===== config.mk =====
export PLATFORM = sky130hd
export DESIGN_NAME = vcg_guard
export DESIGN_NICKNAME = d
export VERILOG_FILES = /design/src/rtl/vcg_pkg.sv /design/src/rtl/vcg_addr_split.sv /design/src/rtl/vcg_owner_reg.sv /design/src/rtl/vcg_fault_ctl.sv /design/src/rtl/vcg_guard.sv
export SDC_FILE = /design/constraint.sdc
export NUM_CORES = 1
export LEC_CHECK = 0
export BUFFER_PORTS_ARGS = -buffer_cell sky130_fd_sc_hd__buf_2
export CAP_MARGIN = 20
export CORE_AREA = 2 2 116 118
export DETAILED_ROUTE_END_ITERATION = 16
export DIE_AREA = 0 0 118 120
export PLACE_DENSITY = 0.71
export SYNTH_ARGS = -nofsm -noshare
export SYNTH_HDL_FRONTEND = slang
export SYNTH_SLANG_ARGS = --single-unit

===== constraint.sdc =====
create_clock -name clk -period 3.43 [get_ports clk]
set_clock_uncertainty 0.05 [all_clocks]
set_input_delay 0.5145 -clock clk [delete_from_list [all_inputs] [get_ports clk]]
set_output_delay 0.5145 -clock clk [all_outputs]
set_load 0.005 [all_outputs]

===== src/rtl/vcg_pkg.sv =====
package vcg_pkg;
    typedef enum logic {
        GATE_OPEN = 1'b0,
        GATE_HELD = 1'b1
    } gate_e;
endpackage


===== src/rtl/vcg_addr_split.sv =====
module vcg_addr_split #(
    parameter int ADDR_W = 23,
    parameter int CHAN_W = 7
) (
    input  logic [ADDR_W-1:0]        addr,
    output logic [CHAN_W-1:0]        chan,
    output logic [ADDR_W-CHAN_W-1:0] off
);
    localparam int OFF_W = ADDR_W - CHAN_W;

    // Channel sits in the top bits, offset fills the rest of the window
    assign chan = addr[ADDR_W-1 -: CHAN_W];
    assign off  = addr[OFF_W-1:0];
endmodule


===== src/rtl/vcg_owner_reg.sv =====
module vcg_owner_reg #(
    parameter int CHAN_W = 7,
    parameter int NPROBE = 2
) (
    input  logic                          clk,
    input  logic                          rst_n,
    input  logic                          set_en,
    input  logic                          set_valid,
    input  logic [CHAN_W-1:0]             set_chan,
    input  logic [NPROBE-1:0][CHAN_W-1:0] probe,
    output logic [NPROBE-1:0]             hit,
    output logic                          owner_valid,
    output logic [CHAN_W-1:0]             owner_chan
);
    typedef struct packed {
        logic              vld;
        logic [CHAN_W-1:0] chan;
    } own_t;

    own_t own_d, own_q;

    always_comb begin
        own_d = own_q;
        if (set_en) begin
            own_d.vld  = set_valid;
            own_d.chan = set_chan;
        end
    end

    always_ff @(posedge clk or negedge rst_n) begin
        if (!rst_n) begin
            own_q <= '0;
        end else begin
            own_q <= own_d;
        end
    end

    // One comparator per lookup port
    for (genvar g = 0; g < NPROBE; g++) begin : g_probe
        assign hit[g] = own_q.vld && (own_q.chan == probe[g]);
    end

    assign owner_valid = own_q.vld;
    assign owner_chan  = own_q.chan;
endmodule


===== src/rtl/vcg_fault_ctl.sv =====
module vcg_fault_ctl
    import vcg_pkg::*;
#(
    parameter int CHAN_W = 7,
    parameter int OFF_W  = 16,
    parameter int DATA_W = 32
) (
    input  logic              clk,
    input  logic              rst_n,
    input  logic              acc_valid,
    input  logic [CHAN_W-1:0] acc_chan,
    input  logic [OFF_W-1:0]  acc_off,
    input  logic [DATA_W-1:0] acc_data,
    input  logic              acc_hit,
    input  logic              held_hit,
    input  logic              resume,
    input  logic              ack,
    output logic              acc_ready,
    output logic              irq,
    output logic [CHAN_W-1:0] rec_chan,
    output logic [OFF_W-1:0]  rec_off,
    output logic              out_valid,
    output logic [CHAN_W-1:0] out_chan,
    output logic [OFF_W-1:0]  out_off,
    output logic [DATA_W-1:0] out_data
);
    typedef struct packed {
        gate_e             st;
        logic              irq;
        logic [CHAN_W-1:0] rec_chan;
        logic [OFF_W-1:0]  rec_off;
        logic [DATA_W-1:0] rec_data;
        logic              ov;
        logic [CHAN_W-1:0] oc;
        logic [OFF_W-1:0]  oo;
        logic [DATA_W-1:0] od;
    } ctl_t;

    ctl_t ctl_d, ctl_q;

    always_comb begin
        ctl_d    = ctl_q;
        ctl_d.ov = 1'b0;
        case (ctl_q.st)
            GATE_OPEN: begin
                if (acc_valid) begin
                    if (acc_hit) begin
                        ctl_d.ov = 1'b1;
                        ctl_d.oc = acc_chan;
                        ctl_d.oo = acc_off;
                        ctl_d.od = acc_data;
                    end else begin
                        // Capture the offending write and stall the host
                        ctl_d.st       = GATE_HELD;
                        ctl_d.irq      = 1'b1;
                        ctl_d.rec_chan = acc_chan;
                        ctl_d.rec_off  = acc_off;
                        ctl_d.rec_data = acc_data;
                    end
                end
            end
            GATE_HELD: begin
                if (ack) begin
                    ctl_d.irq = 1'b0;
                end
                if (resume) begin
                    if (held_hit) begin
                        ctl_d.ov  = 1'b1;
                        ctl_d.oc  = ctl_q.rec_chan;
                        ctl_d.oo  = ctl_q.rec_off;
                        ctl_d.od  = ctl_q.rec_data;
                        ctl_d.st  = GATE_OPEN;
                        ctl_d.irq = 1'b0;
                    end else begin
                        // Retry still from a non-owner: signal again
                        ctl_d.irq = 1'b1;
                    end
                end
            end
            default: begin
                ctl_d.st = GATE_OPEN;
            end
        endcase
    end

    always_ff @(posedge clk or negedge rst_n) begin
        if (!rst_n) begin
            ctl_q <= '0;
        end else begin
            ctl_q <= ctl_d;
        end
    end

    assign acc_ready = (ctl_q.st == GATE_OPEN);
    assign irq       = ctl_q.irq;
    assign rec_chan  = ctl_q.rec_chan;
    assign rec_off   = ctl_q.rec_off;
    assign out_valid = ctl_q.ov;
    assign out_chan  = ctl_q.oc;
    assign out_off   = ctl_q.oo;
    assign out_data  = ctl_q.od;
endmodule


===== src/rtl/vcg_guard.sv =====
module vcg_guard #(
    parameter int ADDR_W = 23,
    parameter int CHAN_W = 7,
    parameter int DATA_W = 32
) (
    input  logic                     clk,
    input  logic                     rst_n,
    input  logic                     wr_valid,
    input  logic [ADDR_W-1:0]        wr_addr,
    input  logic [DATA_W-1:0]        wr_data,
    output logic                     wr_ready,
    input  logic                     own_set,
    input  logic                     own_set_valid,
    input  logic [CHAN_W-1:0]        own_set_chan,
    input  logic                     ctl_resume,
    input  logic                     ctl_ack,
    output logic                     irq,
    output logic [CHAN_W-1:0]        flt_chan,
    output logic [ADDR_W-CHAN_W-1:0] flt_off,
    output logic                     own_valid,
    output logic [CHAN_W-1:0]        own_chan,
    output logic                     q_valid,
    output logic [CHAN_W-1:0]        q_chan,
    output logic [ADDR_W-CHAN_W-1:0] q_off,
    output logic [DATA_W-1:0]        q_data
);
    localparam int OFF_W  = ADDR_W - CHAN_W;
    localparam int NPROBE = 2;
    localparam int P_ACC  = 0;
    localparam int P_HELD = 1;

    logic [CHAN_W-1:0]             acc_chan;
    logic [OFF_W-1:0]              acc_off;
    logic [NPROBE-1:0][CHAN_W-1:0] probe;
    logic [NPROBE-1:0]             hit;

    vcg_addr_split #(
        .ADDR_W (ADDR_W),
        .CHAN_W (CHAN_W)
    ) u_split (
        .addr (wr_addr),
        .chan (acc_chan),
        .off  (acc_off)
    );

    // Incoming channel and the held channel are both compared with the owner
    assign probe[P_ACC]  = acc_chan;
    assign probe[P_HELD] = flt_chan;

    vcg_owner_reg #(
        .CHAN_W (CHAN_W),
        .NPROBE (NPROBE)
    ) u_owner (
        .clk         (clk),
        .rst_n       (rst_n),
        .set_en      (own_set),
        .set_valid   (own_set_valid),
        .set_chan    (own_set_chan),
        .probe       (probe),
        .hit         (hit),
        .owner_valid (own_valid),
        .owner_chan  (own_chan)
    );

    vcg_fault_ctl #(
        .CHAN_W (CHAN_W),
        .OFF_W  (OFF_W),
        .DATA_W (DATA_W)
    ) u_ctl (
        .clk       (clk),
        .rst_n     (rst_n),
        .acc_valid (wr_valid),
        .acc_chan  (acc_chan),
        .acc_off   (acc_off),
        .acc_data  (wr_data),
        .acc_hit   (hit[P_ACC]),
        .held_hit  (hit[P_HELD]),
        .resume    (ctl_resume),
        .ack       (ctl_ack),
        .acc_ready (wr_ready),
        .irq       (irq),
        .rec_chan  (flt_chan),
        .rec_off   (flt_off),
        .out_valid (q_valid),
        .out_chan  (q_chan),
        .out_off   (q_off),
        .out_data  (q_data)
    );
endmodule


==> Word level (Yosys, flattened, before mapping) <==
Index checks and enable logic that the tools add are counted.
{ "totals": {"reg_bits": 121, "out_inout_bits": 89, "word_cells": 36} }
{ "classes": {"eq_ne": 8, "mux": 10, "bitwise_logic": 2, "n_reduce_logical": 5} }
{ "ops": {"columns": ["cell", "count"], "rows": [
  ["56-bit two-way mux", 3],
  ["113-bit two-way mux", 1],
  ["56-bit case mux with 2 select lines", 1],
  ["57-bit two-way mux", 1],
  ["7-bit equality test", 2],
  ["2-bit != test, second input constant", 3],
  ["3-bit AND reduction", 2],
  ["2-bit by 1-bit != test with 1-bit output, second input constant", 2],
  ["2-bit case mux with 2 select lines", 1],
  ["4-bit AND reduction", 1],
  ["3-bit != test, second input constant", 1],
  ["1-bit logical AND", 2],
  ["1-bit two-way mux", 2],
  ["2-bit two-way mux", 1],
  ["1-bit NOT", 2]
]} }

==> Longest topological paths before layout <==
{ "depth": {"depth_word": 5, "depth_mapped": 7, "mapped_depth_nobuf": 5} }

==> Modules after synthesis <==
A second synthesis with hierarchy kept.
{ "unflattened": {"cells_unflattened": 453, "hier_area_um2": 5846.9} }
{ "modules_own_cells": {"columns": ["mod", "instances", "cells_each", "area_each_um2", "seq_area_each_um2"], "rows": [
  ["vcg_fault_ctl", 1, 393, 5187.5, 2827.7],
  ["vcg_owner_reg", 1, 37, 486.7, 200.2],
  ["vcg_addr_split", 1, 23, 172.7, 0.0]
]} }

==> Least setup slack after synthesis <==
OpenSTA, ideal clock, no wires.
{ "synth_timing": {"kind": "input -> register", "start": "in wr_addr[18]", "end": "reg u_ctl.ctl_q (netlist bit u_ctl.rec_chan[0])", "setup_ps": 127, "t_arrival_ps": 1757, "required_time_ps": 3253, "path_slack_ps": 1496, "path_stages": 7, "n_path_buf": 2, "path_cell_list": "xnor2_1 > nand2_1 > nor4_2 > nand2b_2 > buf_8 > buf_8 > mux2_1"} }
{ "synth_via": {"elab_chain_len": 4} }
{ "synth_lines": {"columns": ["element", "line", "text"], "rows": [
  ["start, declared", "vcg_guard.sv:9", "input logic [ADDR_W-1:0] wr_addr,"],
  ["7-bit equality test", "vcg_owner_reg.sv:40", "assign hit[g] = own_q.vld && (own_q.chan == probe[g]);"],
  ["1-bit logical AND", "vcg_owner_reg.sv:40", null],
  ["1-bit NOT (no line)", null, null],
  ["3-bit AND reduction (no line)", null, null],
  ["end signal, assigned", "vcg_fault_ctl.sv:90", "ctl_q <= ctl_d;"],
  ["end, declared", "vcg_fault_ctl.sv:39", "ctl_t ctl_d, ctl_q;"]
]} }
No other way between the ends.
A chain may end at the register's enable or synchronous reset.

==> Worst setup path after layout <==
{ "layout_timing": {"start": "reg u_owner.own_q (netlist bit u_owner.owner_chan[0])", "end": "reg u_ctl.ctl_q (netlist bit u_ctl.rec_chan[1])"} }
{ "layout_via": {"elab_chain_len": 4} }
{ "layout_lines": {"columns": ["element", "line", "text"], "rows": [
  ["start, declared", "vcg_owner_reg.sv:20", "own_t own_d, own_q;"],
  ["start signal, assigned", "vcg_owner_reg.sv:34", "own_q <= own_d;"],
  ["7-bit equality test", "vcg_owner_reg.sv:40", null],
  ["1-bit logical AND", "vcg_owner_reg.sv:40", null],
  ["1-bit NOT (no line)", null, null],
  ["3-bit AND reduction (no line)", null, null]
]} }
No other way between the ends.

==> metrics.md <==
| Metric | Value |
|---|---|
| Outcome | finished, final reports clean |
| Sinks on Clock Net | 121 |
| Gates resized, CTS repair | 0 |
| Fraction of the core area covered by cells at the end of the flow | about half |
| Number of cells on the critical path | 6 |
| Cell type contributing the most total cell area after synthesis | dfrtp_1 |
| Largest net degree at the start of global routing | 60 |
| Number of H-tree levels | 4 |
| Placement row count | 42 |
| Clock Path Buffers | 2 |
| Synth Warn # | 0 |
| Clock transition at path regs | 50 ps |
| Count of max-cap constraint violations | 0 |
| Post-synthesis cell count | between 400 and 500 |
| Routed wire length | 11.8 mm |
| Overflow left after global routing | 0 |
| Total vias in the final route | 3,750 |
| Crit path arrival time | 2630 ps |
| Count of endpoints failing hold in the final timing report | 0 |
| Clock latency at the later pin of the worst-skew pair | between 400 and 500 ps |
| Residual antenna-violating net count after detailed routing | 0 |
| Relative area change from synthesis to final layout | 15.9% |
| Number of hold buffers added after CTS | 0 |
| Multiplexer share of the synthesized area | 13.7% |
| Maximum single-stage delay on the critical path | ~440 ps |
| Share of the clock period used by the worst path after layout | about 70% |
| Antenna violations before repair | 0 |
| Area fraction of the dominant cell type after synthesis | 52.9% |
| Final count of pins violating max slew | 0 |
| Leading cell type by number of instances after synthesis | dfrtp_1 |
| Clock tree from TritonCTS | built |
| CP Class | reg2reg |
| Netlist Area Pre-Place | about 0.0057 mm² |
| Initial cell density of the core | 44.1% |
| Area of the die | approximately 0.014 mm² |
| Number of buffer cells added on primary ports | 157 |
| Distinct cell type count of the synthesized netlist | 24 |
| Routability Congestion | between 0.7 and 0.8 |
| Combinational family with the most area after synthesis | buffers and inverters |
| Net count after synthesis | 557 |
| Path type of the worst min-delay path | in2async |
| CP top delay family | simple AND/OR/NAND/NOR gates |
| Count of pins on the block boundary | 158 |
| Number of global-route vias before repair | 3,875 |
| Dominant cells by area after synthesis | dfrtp_1 53%, buf_4 10%, a22oi_1 7.3% |
| Clock tree root buffer cell | clkbuf_16 |
| Commonest cells in the netlist | 121 x dfrtp_1, 80 x buf_4, 56 x a22oi_1, 56 x inv_1, 53 x o21ai_0 |
| Post-Synthesis Mean Instance Area | 11.7 µm² |
| Register area share after synthesis | 52.9% |
| Die width | 118 µm |
| Highest ir drop seen on vdd | 0.317 mV |
| Buffer and inverter count on the worst path | 1 |
| Post-DP HPWL | 7.95 mm |
| Starting DRC count in detailed routing | 230 |
| Die extent in y | 120 µm |
| First-pass GRT wire length | 19.5 mm |
| Simple-gate area share of the yosys netlist | roughly 1.8% |
| Wire length per cell after detailed routing | ~16 µm |
| Main synth FF type | dfrtp_1 |
| Core box area | 0.0130 mm² |
| Seq cells post-synth | 121 |
| Setup repair after global routing missed its margin | no |
| TritonCTS Buffers | 17 |
| Final setup vio count | 0 |
| Net total in the final layout | between 600 and 700 |
| Worst-path maximum fanout | 33 |
| Post CTS Setup Buffer Count | 0 |
| Combined global-route utilization of all metal layers | 17.5% |
| Highest clock frequency the design can meet | 0.419 GHz |
| Worst slew pin tran | ~630 ps |
| CP startpoint kind | flop |
| Synthesized-area fraction occupied by ao, oa, aoi and oai cells | 12.5% |
| Worst Setup End Kind | flop |
| Headroom to the max-slew limit | 57.9% |
| CP Cell Sequence | xnor2_1, nand2_1, nor4_2, nand2b_4, buf_12, mux2_2 |
| Data required, critical path | 3670 ps |
| Leakage power summed over all cells | 3.25 nW |
| Adder-Cell Fraction of Synth Area | 0% |
| Final antenna diode count | 0 |
| Final sum of negative setup slack | 0 ps |
| Min cycle time layout | 2390 ps |
| Power density over the cells | 753 mW/mm² |
| Slowest library cell on the worst path | nand2b_4 |
| Post-synth ARST share | 100% |
| Number of enable-type register cells in the synthesized netlist | 0 |
| Share of layout cells above drive strength 1 | 43.4% |
| DRC violations left | 0 |
| Synth Area in XOR/XNOR | 2.14% |
| FF-to-FF path depth | 6 |
| First-pass iteration count of the detailed router | 5 |
| Vias per inst | 4.95 |
-- state kept, by name, summed over array words and instances, names as in the netlist, 7 cells and up --
| name | flops |
|---|---|
| u_ctl.out_data | 32 |
| u_ctl.rec_chan | 7 |
| u_ctl.out_off | 16 |
| u_ctl.ctl_q | 33 |
| u_ctl.rec_off | 16 |
| u_ctl.out_chan | 7 |
| u_owner.owner_chan | 7 |
-- area by class of cell --
cell class / count / area (µm²)
clock buffers: 23 / 468
flip-flops and latches: 121 / 3030
well taps: 176 / 220
multi-input cells: 208 / 1740
repair buffers: 164 / 866
clock inverters: 9 / 97.6
fillers: 1153 / 6350
inverters: 56 / 210
-- layer usage --
| layer | GRT usage [%] | wire length, µm | part of all wire, % |
|---|---|---|---|
| met4 | 6.48 | 220 | 1.9 |
| met3 | 5.80 | 676 | 5.7 |
| met1 | 22.3 | 5150 | 44 |
| met5 | 0 | 0 | 0 |
| met2 | 27.8 | 5740 | 49 |
-- power by group --
group          total (W)  switching, W  internal (W)
Clock            0.00170      0.000601       0.00110
Combinational    0.00107      0.000432      0.000640
Sequential       0.00222      0.000318       0.00191
-- per-stage QoR --
step | setup slack (ps) | hold WS [ps] | instance area, µm² | total power (W) | cells
finish | 1040 | 35.2 | 6630 | 0.00500 | 757
global route | 862 | 50.9 | 6630 | 0.00528 | 757
CTS | 1030 | 36.8 | 6630 | 0.00505 | 757
detailed placement | 843 | 436 | 6070 | 0.00333 | 725
global placement | 908 | 424 | 6070 | 0.00327 | 725
floorplan | 1500 | 169 | 5720 | 0.00316 | 488
-- cell families (layout without fill, tap and decap cells) --
family	Yosys count	in the layout
and+or+nand+nor	17	17
DFF	121	121
AOI/OAI and AO/OA	114	114
muxes	63	63
xor gates and xnor gates	14	14
buffers and inverters	159	252
-- cell usage in the layout (no fill, tap or decap), types with 2 or more instances in the layout --
master     netlist  routed
mux2_4          20      20
clkbuf_1         2       4
o21ai_1          4       4
dfrtp_1        121     121
mux2_1           8       8
a22oi_1         56      56
o21ai_0         53      53
clkinv_2         0       6
clkbuf_16        0      17
nor4_2           2       2
clkbuf_8         0       2
nand3_1          2       2
buf_2           17     156
buf_4           80       6
buf_12           2       2
bufinv_16        0       2
mux2_2          35      35
xnor2_1         13      13
nand2_1          7       7
inv_1           56      56
-- final timing paths --
| kind | start | end | slack (ps) |
|---|---|---|---|
| max | u_owner.owner_chan[0] | u_ctl.rec_chan[1] | 1040 |
| min | rst_n | u_ctl.out_data[30] | 40 |
| max reg2reg | u_owner.owner_chan[0] | u_ctl.rec_chan[1] | 1040 |
| min reg2reg | u_ctl.ctl_q[82] | u_ctl.ctl_q[82] | 440 |
| max in group asynchronous | rst_n | u_ctl.out_data[4] | 2570 |
| min in group clk | own_set_chan[1] | u_owner.owner_chan[1] | 290 |
(Power assumes the default switching activity.)
